**src/rtl/dma_desc_pkg.sv**
```systemverilog
package dma_desc_pkg;

    localparam int CNT_W = 10;

    // Field positions are fixed by the descriptor word layout.
    typedef struct packed {
        logic [5:0]       rsv_top;
        logic [CNT_W-1:0] count;
        logic [1:0]       dst_step;
        logic [1:0]       src_step;
        logic [1:0]       rsv_mid;
        logic [1:0]       width;
        logic [1:0]       rsv_low;
        logic             irq_b_en;
        logic             irq_a_en;
        logic             drop_trig;
        logic             sw_trig;
        logic             chain;
        logic             valid;
    } desc_word_t;

    typedef enum logic [1:0] {
        ST_IDLE = 2'd0,
        ST_READ = 2'd1,
        ST_WRITE = 2'd2
    } eng_state_e;

    localparam logic [1:0] WIDTH_RESERVED = 2'd3;

    function automatic logic width_legal(input logic [1:0] w);
        return w != WIDTH_RESERVED;
    endfunction

    // Bytes added per element: element size scaled by 0, 1, 2 or 4.
    function automatic logic [4:0] step_bytes(input logic [1:0] w, input logic [1:0] code);
        logic [4:0] elem;
        elem = 5'd1 << w;
        case (code)
            2'd0:    return 5'd0;
            2'd1:    return elem;
            2'd2:    return elem << 1;
            default: return elem << 2;
        endcase
    endfunction

endpackage

```
**src/rtl/dma_trig_latch.sv**
```systemverilog
module dma_trig_latch (
    input  logic clk,
    input  logic rst,
    input  logic load,
    input  logic load_val,
    input  logic set,
    input  logic clr,
    output logic pend
);
    always_ff @(posedge clk) begin
        if (rst)       pend <= 1'b0;
        else if (load) pend <= load_val | set;
        else if (set)  pend <= 1'b1;
        else if (clr)  pend <= 1'b0;
    end
endmodule

```
**src/rtl/dma_addr_gen.sv**
```systemverilog
module dma_addr_gen #(
    parameter int AW = 32
) (
    input  logic          clk,
    input  logic          rst,
    input  logic          load,
    input  logic [AW-1:0] load_val,
    input  logic          advance,
    input  logic [4:0]    step,
    output logic [AW-1:0] addr
);
    always_ff @(posedge clk) begin
        if (rst)          addr <= '0;
        else if (load)    addr <= load_val;
        else if (advance) addr <= addr + AW'(step);
    end
endmodule

```
**src/rtl/dma_irq_flags.sv**
```systemverilog
module dma_irq_flags #(
    parameter int NF = 2
) (
    input  logic          clk,
    input  logic          rst,
    input  logic [NF-1:0] set,
    input  logic [NF-1:0] clr,
    output logic [NF-1:0] flags
);
    for (genvar i = 0; i < NF; i++) begin : g_flag
        always_ff @(posedge clk) begin
            if (rst)         flags[i] <= 1'b0;
            else if (set[i]) flags[i] <= 1'b1;
            else if (clr[i]) flags[i] <= 1'b0;
        end
    end
endmodule

```
**src/rtl/dma_desc_engine.sv**
```systemverilog
module dma_desc_engine
    import dma_desc_pkg::*;
#(
    parameter int AW = 32
) (
    input  logic             clk,
    input  logic             rst,
    input  logic             cfg_we,
    input  logic [31:0]      cfg_word,
    input  logic [AW-1:0]    cfg_src,
    input  logic [AW-1:0]    cfg_dst,
    input  logic             hw_trig,
    input  logic [31:0]      nxt_word,
    input  logic [AW-1:0]    nxt_src,
    input  logic [AW-1:0]    nxt_dst,
    input  logic [1:0]       irq_clr,
    output logic             mem_req,
    output logic             mem_we,
    output logic [AW-1:0]    mem_addr,
    output logic [1:0]       mem_size,
    output logic [31:0]      mem_wdata,
    input  logic [31:0]      mem_rdata,
    input  logic             mem_ack,
    output logic             busy,
    output logic [CNT_W-1:0] remaining,
    output logic             trig_pend,
    output logic             irq_a,
    output logic             irq_b
);
    localparam int NPTR = 2;   // 0: source, 1: destination

    desc_word_t desc_q, cfg_d, nxt_d;
    eng_state_e state_q;
    logic [31:0] data_q;

    logic accept_cfg, elem_done, last_elem, do_chain, start;
    logic [NPTR-1:0][AW-1:0] ptr_load_val, ptr_addr;
    logic [NPTR-1:0][4:0]    ptr_step;
    logic [1:0] irq_set, irq_q;

    assign cfg_d = desc_word_t'(cfg_word);
    assign nxt_d = desc_word_t'(nxt_word);

    assign accept_cfg = cfg_we && (state_q == ST_IDLE);
    assign elem_done  = (state_q == ST_WRITE) && mem_ack;
    assign last_elem  = elem_done && (desc_q.count == '0);
    assign do_chain   = last_elem && desc_q.chain;
    assign start      = (state_q == ST_IDLE) && !accept_cfg && desc_q.valid
                        && trig_pend && width_legal(desc_q.width);

    // Descriptor register: load, reload, retire or count down.
    always_ff @(posedge clk) begin
        if (rst) begin
            desc_q <= '0;
        end else if (accept_cfg) begin
            desc_q <= cfg_d;
        end else if (last_elem) begin
            if (desc_q.chain) desc_q <= nxt_d;
            else              desc_q.valid <= 1'b0;
        end else if (elem_done) begin
            desc_q.count <= desc_q.count - 1'b1;
        end
    end

    // Read-then-write sequencer.
    always_ff @(posedge clk) begin
        if (rst) begin
            state_q <= ST_IDLE;
            data_q  <= '0;
        end else begin
            case (state_q)
                ST_IDLE:  if (start) state_q <= ST_READ;
                ST_READ:  if (mem_ack) begin
                              data_q  <= mem_rdata;
                              state_q <= ST_WRITE;
                          end
                ST_WRITE: if (mem_ack) state_q <= last_elem ? ST_IDLE : ST_READ;
                default:  state_q <= ST_IDLE;
            endcase
        end
    end

    assign ptr_load_val[0] = accept_cfg ? cfg_src : nxt_src;
    assign ptr_load_val[1] = accept_cfg ? cfg_dst : nxt_dst;
    assign ptr_step[0]     = step_bytes(desc_q.width, desc_q.src_step);
    assign ptr_step[1]     = step_bytes(desc_q.width, desc_q.dst_step);

    for (genvar p = 0; p < NPTR; p++) begin : g_ptr
        dma_addr_gen #(.AW(AW)) i_ptr (
            .clk      (clk),
            .rst      (rst),
            .load     (accept_cfg | do_chain),
            .load_val (ptr_load_val[p]),
            .advance  (elem_done),
            .step     (ptr_step[p]),
            .addr     (ptr_addr[p])
        );
    end

    dma_trig_latch i_trig (
        .clk      (clk),
        .rst      (rst),
        .load     (accept_cfg),
        .load_val (cfg_d.sw_trig),
        .set      (hw_trig | (do_chain & nxt_d.sw_trig)),
        .clr      (last_elem & desc_q.drop_trig),
        .pend     (trig_pend)
    );

    assign irq_set = {last_elem & desc_q.irq_b_en, last_elem & desc_q.irq_a_en};

    dma_irq_flags #(.NF(2)) i_irq (
        .clk   (clk),
        .rst   (rst),
        .set   (irq_set),
        .clr   (irq_clr),
        .flags (irq_q)
    );

    assign irq_a     = irq_q[0];
    assign irq_b     = irq_q[1];
    assign mem_req   = (state_q != ST_IDLE);
    assign mem_we    = (state_q == ST_WRITE);
    assign mem_addr  = (state_q == ST_WRITE) ? ptr_addr[1] : ptr_addr[0];
    assign mem_size  = desc_q.width;
    assign mem_wdata = data_q;
    assign busy      = (state_q != ST_IDLE);
    assign remaining = desc_q.count;

endmodule

```
**config.mk**
```make
export PLATFORM = sky130hd
export DESIGN_NAME = dma_desc_engine
export DESIGN_NICKNAME = d
export VERILOG_FILES = /design/src/rtl/dma_desc_pkg.sv /design/src/rtl/dma_trig_latch.sv /design/src/rtl/dma_addr_gen.sv /design/src/rtl/dma_irq_flags.sv /design/src/rtl/dma_desc_engine.sv
export SDC_FILE = /design/constraint.sdc
export NUM_CORES = 1
export LEC_CHECK = 0
export BUFFER_PORTS_ARGS = -buffer_cell sky130_fd_sc_hd__buf_2
export CAP_MARGIN = 10
export CORE_MARGIN = 2
export CORE_UTILIZATION = 40
export DETAILED_ROUTE_END_ITERATION = 10
export PLACE_DENSITY = 0.74
export SYNTH_ARGS = -nofsm -noshare
export SYNTH_HDL_FRONTEND = slang
export SYNTH_HIERARCHICAL = 1
export SYNTH_SLANG_ARGS = --single-unit
```
**constraint.sdc**
```tcl
create_clock -name clk -period 3.85 [get_ports clk]
set_input_delay 0.77 -clock clk [delete_from_list [all_inputs] [get_ports clk]]
set_output_delay 0.77 -clock clk [all_outputs]
set_load 0.02 [all_outputs]
```
==> results of run 1 <==
==> logic make-up (layout without fill, tap and decap cells) <==
kind of cell | count (synthesis) | in the layout | share of synthesized area [%]
adder cells (fa/ha/maj) | 13 | 13 | 2.14
multiplexers | 43 | 43 | 5.66
AND/OR/NAND/NOR | 525 | 525 | 30.6
AO/OA/AOI/OAI | 248 | 248 | 18.8
other | 0 | 1 | 0
XOR/XNOR | 55 | 55 | 5.79
flip-flops | 122 | 122 | 29.4
buffers and inverters | 152 | 401 | 7.66
==> metal layers <==
| layer | share of wire (%) | vias to the layer above | track usage [%] |
|---|---|---|---|
| li1 | - | 4449 | - |
| met1 | 45 | 4009 | 32.5 |
| met2 | 45 | 353 | 36.8 |
| met3 | 5.7 | 58 | 3.19 |
| met4 | 3.6 | 0 | 10.6 |
| met5 | 0 | - | 0 |
==> placed cells by master, fill, tap and decap left out, types with 17 or more instances in the layout <==
| cell type | netlist | layout |
|---|---|---|
| a211oi_1 | 20 | 20 |
| nor2_1 | 51 | 50 |
| a21oi_1 | 110 | 110 |
| clkbuf_16 | 0 | 17 |
| xor2_1 | 34 | 34 |
| nand3_1 | 23 | 23 |
| o21a_1 | 38 | 38 |
| buf_2 | 8 | 291 |
| dfxtp_1 | 122 | 122 |
| mux2_2 | 32 | 32 |
| nand2_1 | 301 | 299 |
| xnor2_1 | 21 | 21 |
| nand4_1 | 26 | 26 |
| inv_1 | 62 | 61 |
| o21ai_0 | 21 | 21 |
| nor3_1 | 27 | 27 |
| o22ai_1 | 22 | 22 |
==> metrics by stage <==
stage	worst slack [ps]	util, %
floorplan	859	-
global placement	576	48.8
detailed placement	530	48.8
CTS	846	51.7
global route	569	51.7
finish	816	51.7
==> cell type report <==
type / instances / area (sq um) / share of cell area, %
multi-input cells: 884 / 5260 / 50.1
flip-flops and latches: 122 / 2440 / 23.3
repair buffers: 307 / 1630 / 15.5
clock buffers: 17 / 425 / 4.06
well taps: 270 / 338 / 3.22
inverters: 62 / 233 / 2.22
clock inverters: 15 / 164 / 1.56
diodes: 1 / 2.50 / 0.0239
==> worst paths after layout <==
path / to / depth (start not counted) / slack, ps
max reg2reg: g_ptr[1].i_ptr/addr[31] / 9 / 820
min reg2reg: mem_wdata[8] / 2 / 450
max: g_ptr[1].i_ptr/addr[31] / 9 / 820
min: mem_wdata[8] / 2 / 450
==> worst register-to-register path, stage by stage, from the launching register on <==
cell and delay, ps:
dfxtp_1 390, inv_1 90, ha_1 240, or4b_1 680, or4_1 630, nand2_4 170
buf_12 250, nor2b_1 80, and4_1 210, a2111oi_2 180
==> registers in the layout, indices dropped and copies added (netlist names) <==
register and count:
g_ptr.i_ptr/addr 64, mem_wdata 32, remaining 10, desc_q 9
i_irq/flags 2, mem_size 2, state_q 2, i_trig/pend 1
==> report_power, final <==
part | switching, W | internal (W)
registers | 0.000119 | 0.00134
logic | 0.000422 | 0.000327
clock network | 0.000647 | 0.000963
total | 0.00119 | 0.00263
==> impl_metrics.csv, run 1 <==
group,metric,value,unit
status,status,"finished clean",
flow_run,cap_violations,0,
clock_tree,cts_max_level,4,
setup_path,critPathSlowestCell,"or4b_1",
placement,place_congestion,0.866,
synth,ys_seq_area_share,29.4,%
timing,finalSetupViolCount,0,
routing,first_pass_iters,5,
clock_tree,postCtsSetupRepairBufs,0,
placement,place_inst,1645,
synth,synth_cell_types,60,
setup_path,crit_arrival,3340,ps
timing,max_slew_margin,28.8,%
synth,synth_area,8320,sq um
power,power,0.00382,W
clock_tree,cts_tree,"yes",
routing,viasPerCell,5.29,
hold_path,timing.hold.worst.start,"mem_wdata[8]",
synth,synthArstFlopShare,0,%
timing,period_share,78.8,%
timing,hold_violations,0,
hold_path,hold_class,"reg2reg",
floorplanning,fp.dieH,148,microns
synth,synth_edf_count,0,
power,ir_drop,0.280,mV
clock_tree,clkSinkCount,122,
layout,fin_nets,1638,
setup_path,crit_start,"remaining[0]",
clock_tree,ctsResizeCount,0,
global_route,grt_pass1_wl,42000,microns
routing,drt_iter0_markers,594,
floorplanning,ios,313,
clock_tree,cts-root-buf,"clkbuf_16",
synth,yosysWarnings,6,
synth,yosysMostFrequentCell,"nand2_1",
setup_path,crit_required,4160,ps
floorplanning,dieArea,22000,sq um
layout,final_cells,1678,
timing,skew,13.0,ps
global_route,grt_max_degree,63,
setup_path,critPathMaxStageDelay,680,ps
routing,drc_errors,0,
timing,fin_tns_setup,0,ps
synth,avgSynthCellArea,7.18,sq um
timing,tightest_slew,1070,ps
timing,fmax,330,MHz
clock_tree,hold_buffers,0,
global_route,grt_pass1_vias,8074,
placement,dp_hpwl,19600,microns
setup_path,crit_type,"reg2reg",
synth,syn-num-nets,1402,
synth,syn_inst,1158,
global_route,antenna_found_initial,1,
placement,port_buffers,292,
clock_tree,clkTransAtPathRegs,60,ps
setup_path,crit_family,"simple AND/OR/NAND/NOR gates",
synth,synth_flop_cell,"dfxtp_1",
synth,synth_common_cells,"nand2_1, dfxtp_1, a21oi_1, inv_1, clkbuf_1",
clock_tree,clk_latency,420,ps
synth,ys_seq_elements,122,
floorplanning,start_util,41.0,%
setup_path,cp_cell_sequence,"inv_1 > ha_1 > or4b_1 > or4_1 > nand2_4 > buf_12 > nor2b_1 > and4_1 > a2111oi_2",
timing,rsz0062_at_grt,"false",
setup_path,end_kind,"flip-flop",
power,power_density,364,nW/um^2
clock_tree,cts_buffer_depth,2,
floorplanning,placementRows,52,
timing,hold_slack,451,ps
layout,num-fill-cells,1971,
floorplanning,die_width,148,microns
synth,synth_area_leaders,"dfxtp_1, nand2_1, a21oi_1, mux2_2, xor2_1",
timing,final_max_slew_viol_count,0,
clock_tree,cts_buffers,17,
synth,synth_top_area_share,29.4,%
layout,final_cell_area,10500,sq um
setup_path,crit_fanout,53,
layout,area_growth,26.1,%
global_route,gr-usage-all-layers,23.6,%
global_route,overflow,0,
routing,num_vias,8869,
timing,min_period,3030,ps
floorplanning,core-area,20300,sq um
setup_path,critPathBufInv,2,
routing,ant_nets,0,
routing,wirelength,26600,microns
layout,drive_above_1_share,28.9,%
placement,placed_area,9900,sq um
routing,wire_per_inst,15.8,microns
setup_path,r2r_start,"remaining[0]",
setup_path,cp-start-kind,"flip-flop",
synth,synth_top_area_cell,"dfxtp_1",
power,leakagePower,4.91,nW
Power figures use the tool's default switching activity.
==> inputs of run 2 (changes only) <==
ABC_AREA = 1   (was default)
PLACE_DENSITY = 0.76   (was 0.74)
clock period = 2.5 ns   (was 3.85 ns; I/O delays follow)
==> impl_metrics.csv, run 2 <==
group,metric,value,unit
synth,avgSynthCellArea,5.82,sq um
layout,top_register,"g_ptr.i_ptr/addr",
floorplanning,ios,313,
global_route,gr-usage-all-layers,25.5,%
layout,finalCoreUtilization,50.7,%
routing,wirelength,31100,microns
floorplanning,core-area,22500,sq um
placement,place_congestion,0.954,
timing,min_period,2300,ps
synth,synthArstFlopShare,0,%
routing,first_pass_iters,6,
routing,wire_per_inst,14.7,microns
setup_path,cp_cell_sequence,"inv_2 > nand2_2 > inv_1 > buf_4 > nand2_1 > nand2_1 > buf_2",
power,ir_drop,0.438,mV
hold_path,hold_class,"in2reg",
timing,period_share,92.1,%
layout,n_antenna_cell,0,
synth,synth_cell_types,45,
setup_path,crit_type,"reg2out",
synth,ys_seq_area_share,26.8,%
clock_tree,clk_latency,420,ps
setup_path,cpMostUsedCell,"nand2_1",
layout,area_growth,25.0,%
power,power_density,532,nW/um^2
setup_path,critPathMaxStageDelay,330,ps
timing,fmax,434,MHz
floorplanning,dieArea,24000,sq um
clock_tree,cts_max_level,4,
placement,port_buffers,292,
clock_tree,cts-root-buf,"clkbuf_16",
setup_path,r2r_setup_slack,230,ps
clock_tree,clkTransAtPathRegs,70,ps
timing,skew,13.2,ps
synth,synth_area_leaders,"dfxtp_1, nand2_1, nor2_1, nand3_1, inv_1",
timing,final_max_slew_viol_count,0,
routing,drt_iter0_markers,933,
clock_tree,cts_tree,"yes",
floorplanning,placementRows,55,
synth,syn-num-nets,1813,
synth,synth_edf_count,0,
synth,syn_inst,1569,
floorplanning,die_width,155,microns
setup_path,crit_arrival,1800,ps
routing,drc_errors,0,
power,leakagePower,5.87,nW
routing,viasPerCell,5.18,
global_route,overflow,0,
setup_path,crit_fanout,33,
global_route,grt_pass1_wl,49600,microns
setup_path,critPathBufInv,4,
layout,largest_reg_flops,64,
layout,final_common_cell,"nand2_1",
setup_path,end_kind,"primary output",
clock_tree,cts_buffers,17,
timing,fin_tns_setup,0,ps
routing,ant_nets,0,
synth,ys_seq_elements,122,
floorplanning,fp.dieH,155,microns
timing,hold_violations,0,
synth,synth_top_area_cell,"dfxtp_1",
global_route,grt_max_degree,98,
layout,drive_above_1_share,22.0,%
layout,final_cell_mix,"nand2_1, buf_2, nor2_1",
synth,synth_flop_cell,"dfxtp_1",
timing,rsz0062_at_grt,"false",
setup_path,cp-start-kind,"flip-flop",
synth,synth_top_area_share,26.8,%
global_route,antenna_found_initial,0,
layout,fin_nets,2069,
flow_run,cap_violations,0,
clock_tree,cts_buffer_depth,2,
timing,tightest_slew,537,ps
timing,max_slew_margin,64.2,%
routing,num_vias,11000,
synth,synth_common_cells,"nand2_1, nor2_1, dfxtp_1, inv_1, nand3_1",
setup_path,critPathSlowestCell,"dfxtp_1",
placement,dp_hpwl,23300,microns
timing,finalSetupViolCount,0,
global_route,grt_pass1_vias,9851,
synth,yosysWarnings,6,
synth,yosysMostFrequentCell,"nand2_1",
setup_path,crit_family,"buffers and inverters",
synth,synth_area,9130,sq um
status,status,"finished clean",
floorplanning,start_util,40.6,%
clock_tree,clkSinkCount,122,
setup_path,crit_required,2000,ps
-- run 2: cell count changes in the layout (fill, tap and decap cells not counted), moves of 48 or more --
cell and change:
inv_1 +60, a22oi_1 +48, nand3_1 +69, nand2_1 +329, nor2_1 +131
-- run 2: where the power goes --
part	switching (W)	internal (W)
combinational	0.000765	0.000498
sequential	0.000176	0.00206
clock	0.00106	0.00151
-- run 2: through the flow --
step / std cells / total power [W] / area (sq um) / worst slack (ps) / hold slack, ps
final: 2123 / 0.00607 / 11400 / 196 / 299
after global routing: 2123 / 0.00637 / 11400 / 24.5 / 289
after CTS: 2123 / 0.00609 / 11400 / 139 / 289
after detailed placement: 2091 / 0.00352 / 10800 / 151 / 456
after global placement: 2091 / 0.00349 / 10800 / 205 / 446
after floorplan: 1569 / 0.00305 / 9130 / 361 / 469
-- run 2: per-layer routing --
layer  routed length, microns  vias up  global-route usage, %
li1                         -     5543                      -
met1                    13600     4913                   33.7
met2                    14200      472                   41.5
met3                     2200       63                   3.84
met4                     1110        0                   10.5
met5                        0        -                      0
-- run 2: timing repair --
action | in CTS | in global routing
endpoints found under the hold margin | 0 | 0
hold buffers | 0 | 0
buffers inserted | 0 | 0
endpoints found under the setup margin | 0 | 41
gates resized for setup | 0 | 14
-- run 2: cells by family (layout without fill, tap and decap cells) --
group                      count (synthesis)  after routing  share of synthesized area [%]
muxes                                      2              2                          0.219
adders and majority gates                 13             13                           1.95
xor gates and xnor gates                  15             15                           1.44
buffers and inverters                    208            477                           9.69
DFF                                      122            122                           26.8
AOI/OAI and AO/OA                        232            232                           15.2
and+or+nand+nor                          977            977                           44.8
-- run 2: worst reg2reg max path, delay by kind of cell (launching register included) --
| kind | cells | cell delay [ps] |
|---|---|---|
| AOI/OAI and AO/OA | 3 | 360 |
| adders and majority gates | 1 | 530 |
| DFF | 1 | 410 |
| and+or+nand+nor | 6 | 690 |
| buffers and inverters | 1 | 180 |
-- run 2: final timing paths --
path                  start                       to  cells past startpoint
max              state_q[0]              mem_addr[9]                      7
min            mem_rdata[9]             mem_wdata[9]                      3
max reg2reg     mem_size[1]  g_ptr[1].i_ptr/addr[12]                     11
min reg2reg  i_irq/flags[1]           i_irq/flags[1]                      2
-- run 2: layout make-up --
| type | count | area [sq um] |
|---|---|---|
| inverter | 131 | 497 |
| clock buffer | 17 | 425 |
| timing repair buffer | 314 | 1670 |
| fill | 2290 | 11100 |
| clock inverter | 15 | 178 |
| tap | 285 | 357 |
| sequential | 122 | 2440 |
| multi-input combinational | 1239 | 5840 |
==> inputs of run 3 (changes only) <==
ABC_AREA = default   (was 1)
PLACE_DENSITY = 0.77   (was 0.76)
TNS_END_PERCENT = 50   (was default)
==> impl_metrics.csv, run 3 (synthesized netlist as in run 1, its figures left out) <==
group,metric,value,unit
layout,largest_reg_flops,64,
global_route,grt_pass1_vias,8378,
hold_path,holdPathEnd,"mem_wdata[5]",
layout,drive_above_1_share,33.5,%
global_route,gr-usage-all-layers,23.3,%
power,internal_power,0.00415,W
layout,top_register,"g_ptr.i_ptr/addr",
routing,drt_iter0_markers,688,
timing,min_period,2490,ps
setup_path,r2r_setup_slack,10,ps
floorplanning,ios,313,
floorplanning,core-area,20300,sq um
placement,place_congestion,0.925,
setup_path,end_kind,"flip-flop",
placement,port_buffers,292,
layout,final_common_cell,"nand2_1",
clock_tree,clkTransAtPathRegs,70,ps
clock_tree,cts-root-buf,"clkbuf_16",
setup_path,critPathMaxStageDelay,520,ps
routing,wirelength,26800,microns
floorplanning,fp.dieH,148,microns
timing,skew,9.98,ps
setup_path,ff2ff_path_depth,9,
power,switching_power,0.00189,W
layout,finalCoreUtilization,54.7,%
setup_path,crit_arrival,2780,ps
power,p_clk_share,42.1,%
routing,drc_errors,0,
clock_tree,cts_max_level,4,
timing,fin_tns_setup,0,ps
floorplanning,die_width,148,microns
clock_tree,cts_buffers,17,
power,comb_power_share,21.1,%
layout,area_growth,33.4,%
setup_path,crit_required,2790,ps
global_route,grt_pass1_wl,41400,microns
clock_tree,clkSinkCount,122,
placement,dp_hpwl,19900,microns
setup_path,r2r_start,"mem_size[0]",
power,swShare,31.3,%
setup_path,crit_fanout,7,
routing,ant_nets,0,
placement,place_inst,1687,
clock_tree,cts_buffer_depth,2,
power,leakagePower,5.29,nW
layout,fin_nets,1682,
setup_path,critPathSlowestCell,"or4_4",
timing,layout_setup_ws,10.6,ps
global_route,antenna_found_initial,1,
setup_path,crit_start,"mem_size[0]",
placement,dpl_worst_slack,-132,ps
layout,final_cells,1722,
power,ir_drop,0.425,mV
power,seqPwrFrac,36.8,%
timing,hold_violations,0,
hold_path,timing.hold.worst.start,"mem_rdata[5]",
setup_path,reg2reg_to,"g_ptr[0].i_ptr/addr[31]",
global_route,overflow,0,
clock_tree,clk_latency,420,ps
timing,fmax,402,MHz
status,status,"finished clean",
timing,max_slew_margin,54.4,%
power,power_density,545,nW/um^2
timing,tightest_slew,678,ps
routing,first_pass_iters,7,
routing,wire_per_inst,15.6,microns
flow_run,cap_violations,0,
timing,rsz0062_at_grt,"true",
routing,viasPerCell,5.25,
floorplanning,dieArea,22000,sq um
setup_path,cp-start-kind,"flip-flop",
layout,final_cell_mix,"nand2_1, buf_2, dfxtp_1",
setup_path,cp_cell_sequence,"xor2_1 > and3_4 > ha_4 > o21ai_2 > or4_4 > buf_6 > nor3_4 > a311oi_2 > a2111oi_2",
global_route,grt_max_degree,83,
floorplanning,start_util,41.0,%
timing,final_max_slew_viol_count,0,
timing,period_share,99.6,%
clock_tree,cts_tree,"yes",
timing,finalSetupViolCount,0,
floorplanning,placementRows,52,
hold_path,hold_class,"in2reg",
setup_path,crit_type,"reg2reg",
hold_path,hold_depth,3,
routing,num_vias,9038,
run 3: cell count changes in the layout (fill, tap and decap cells not counted), sizes merged, moves of 26 or more:
cell / delta
o21a: +37
xor2: +26
buf: +37
mux2: +32
nand3: -72
a22oi: -48
nor2: -140
o21ai: -41
inv: -68
nand2: -341
run 3: layer usage:
layer	up-vias	GRT usage [%]	wire [microns]
li1	4529	-	-
met2	399	36.9	12300
met5	-	0	0
met4	0	11.1	1050
met1	4049	31.0	11700
met3	61	3.71	1820
run 3: worst max path at each step:
| stage | endpoint | slack, ps | depth (start not counted) |
|---|---|---|---|
| finish | g_ptr[0].i_ptr/addr[31] | 10 | 9 |
| global route | g_ptr[0].i_ptr/addr[31] | -70 | 9 |
| CTS | g_ptr[1].i_ptr/addr[31] | 5 | 9 |
| detailed placement | g_ptr[0].i_ptr/addr[31] | -130 | 9 |
| global placement | g_ptr[0].i_ptr/addr[15] | -30 | 10 |
| floorplan | g_ptr[0].i_ptr/addr[20] | 5 | 12 |
run 3: power groups by stage:
stage	clock, W	sequential, W	combinational [W]
floorplan	0	0.00222	0.000814
global placement	0	0.00225	0.00122
detailed placement	0	0.00226	0.00124
CTS	0.00259	0.00222	0.00126
global route	0.00266	0.00224	0.00140
finish	0.00254	0.00223	0.00128
run 3: area by class of cell:
type / instances / area (sq um)
Inverter: 62 / 233
Fill cell: 1878 / 9200
Antenna cell: 1 / 2.50
Sequential cell: 122 / 2460
Multi-Input combinational cell: 884 / 5450
Tap cell: 270 / 338
Clock inverter: 15 / 180
Clock buffer: 17 / 425
Timing Repair Buffer: 351 / 2010
run 3: critical path, delay by kind of cell (launching register included):
kind,cells,cell delay [ps]
AO/OA/AOI/OAI,3,550
XOR/XNOR,1,160
adder cells (fa/ha/maj),1,270
buffers and inverters,1,160
flip-flops,1,370
AND/OR/NAND/NOR,3,850
run 3: stage by stage:
| step | hold slack [ps] | power, W | area [sq um] |
|---|---|---|---|
| 2_1_floorplan | 450 | 0.00303 | 8440 |
| 3_3_place_gp | 438 | 0.00347 | 10300 |
| 3_5_place_dp | 443 | 0.00350 | 10300 |
| 4_1_cts | 301 | 0.00606 | 10900 |
| 5_1_grt | 315 | 0.00630 | 11100 |
| 6_report | 315 | 0.00605 | 11100 |
run 3: repair_timing:
| item | 4_1_cts | 5_1_grt |
|---|---|---|
| gates resized for setup | 5 | 36 |
| setup endpoints to repair | 36 | 52 |
| hold endpoints to repair | 0 | 0 |
| buffers inserted | 0 | 2 |
| pin swaps | 1 | 9 |
| hold buffers | 0 | 0 |
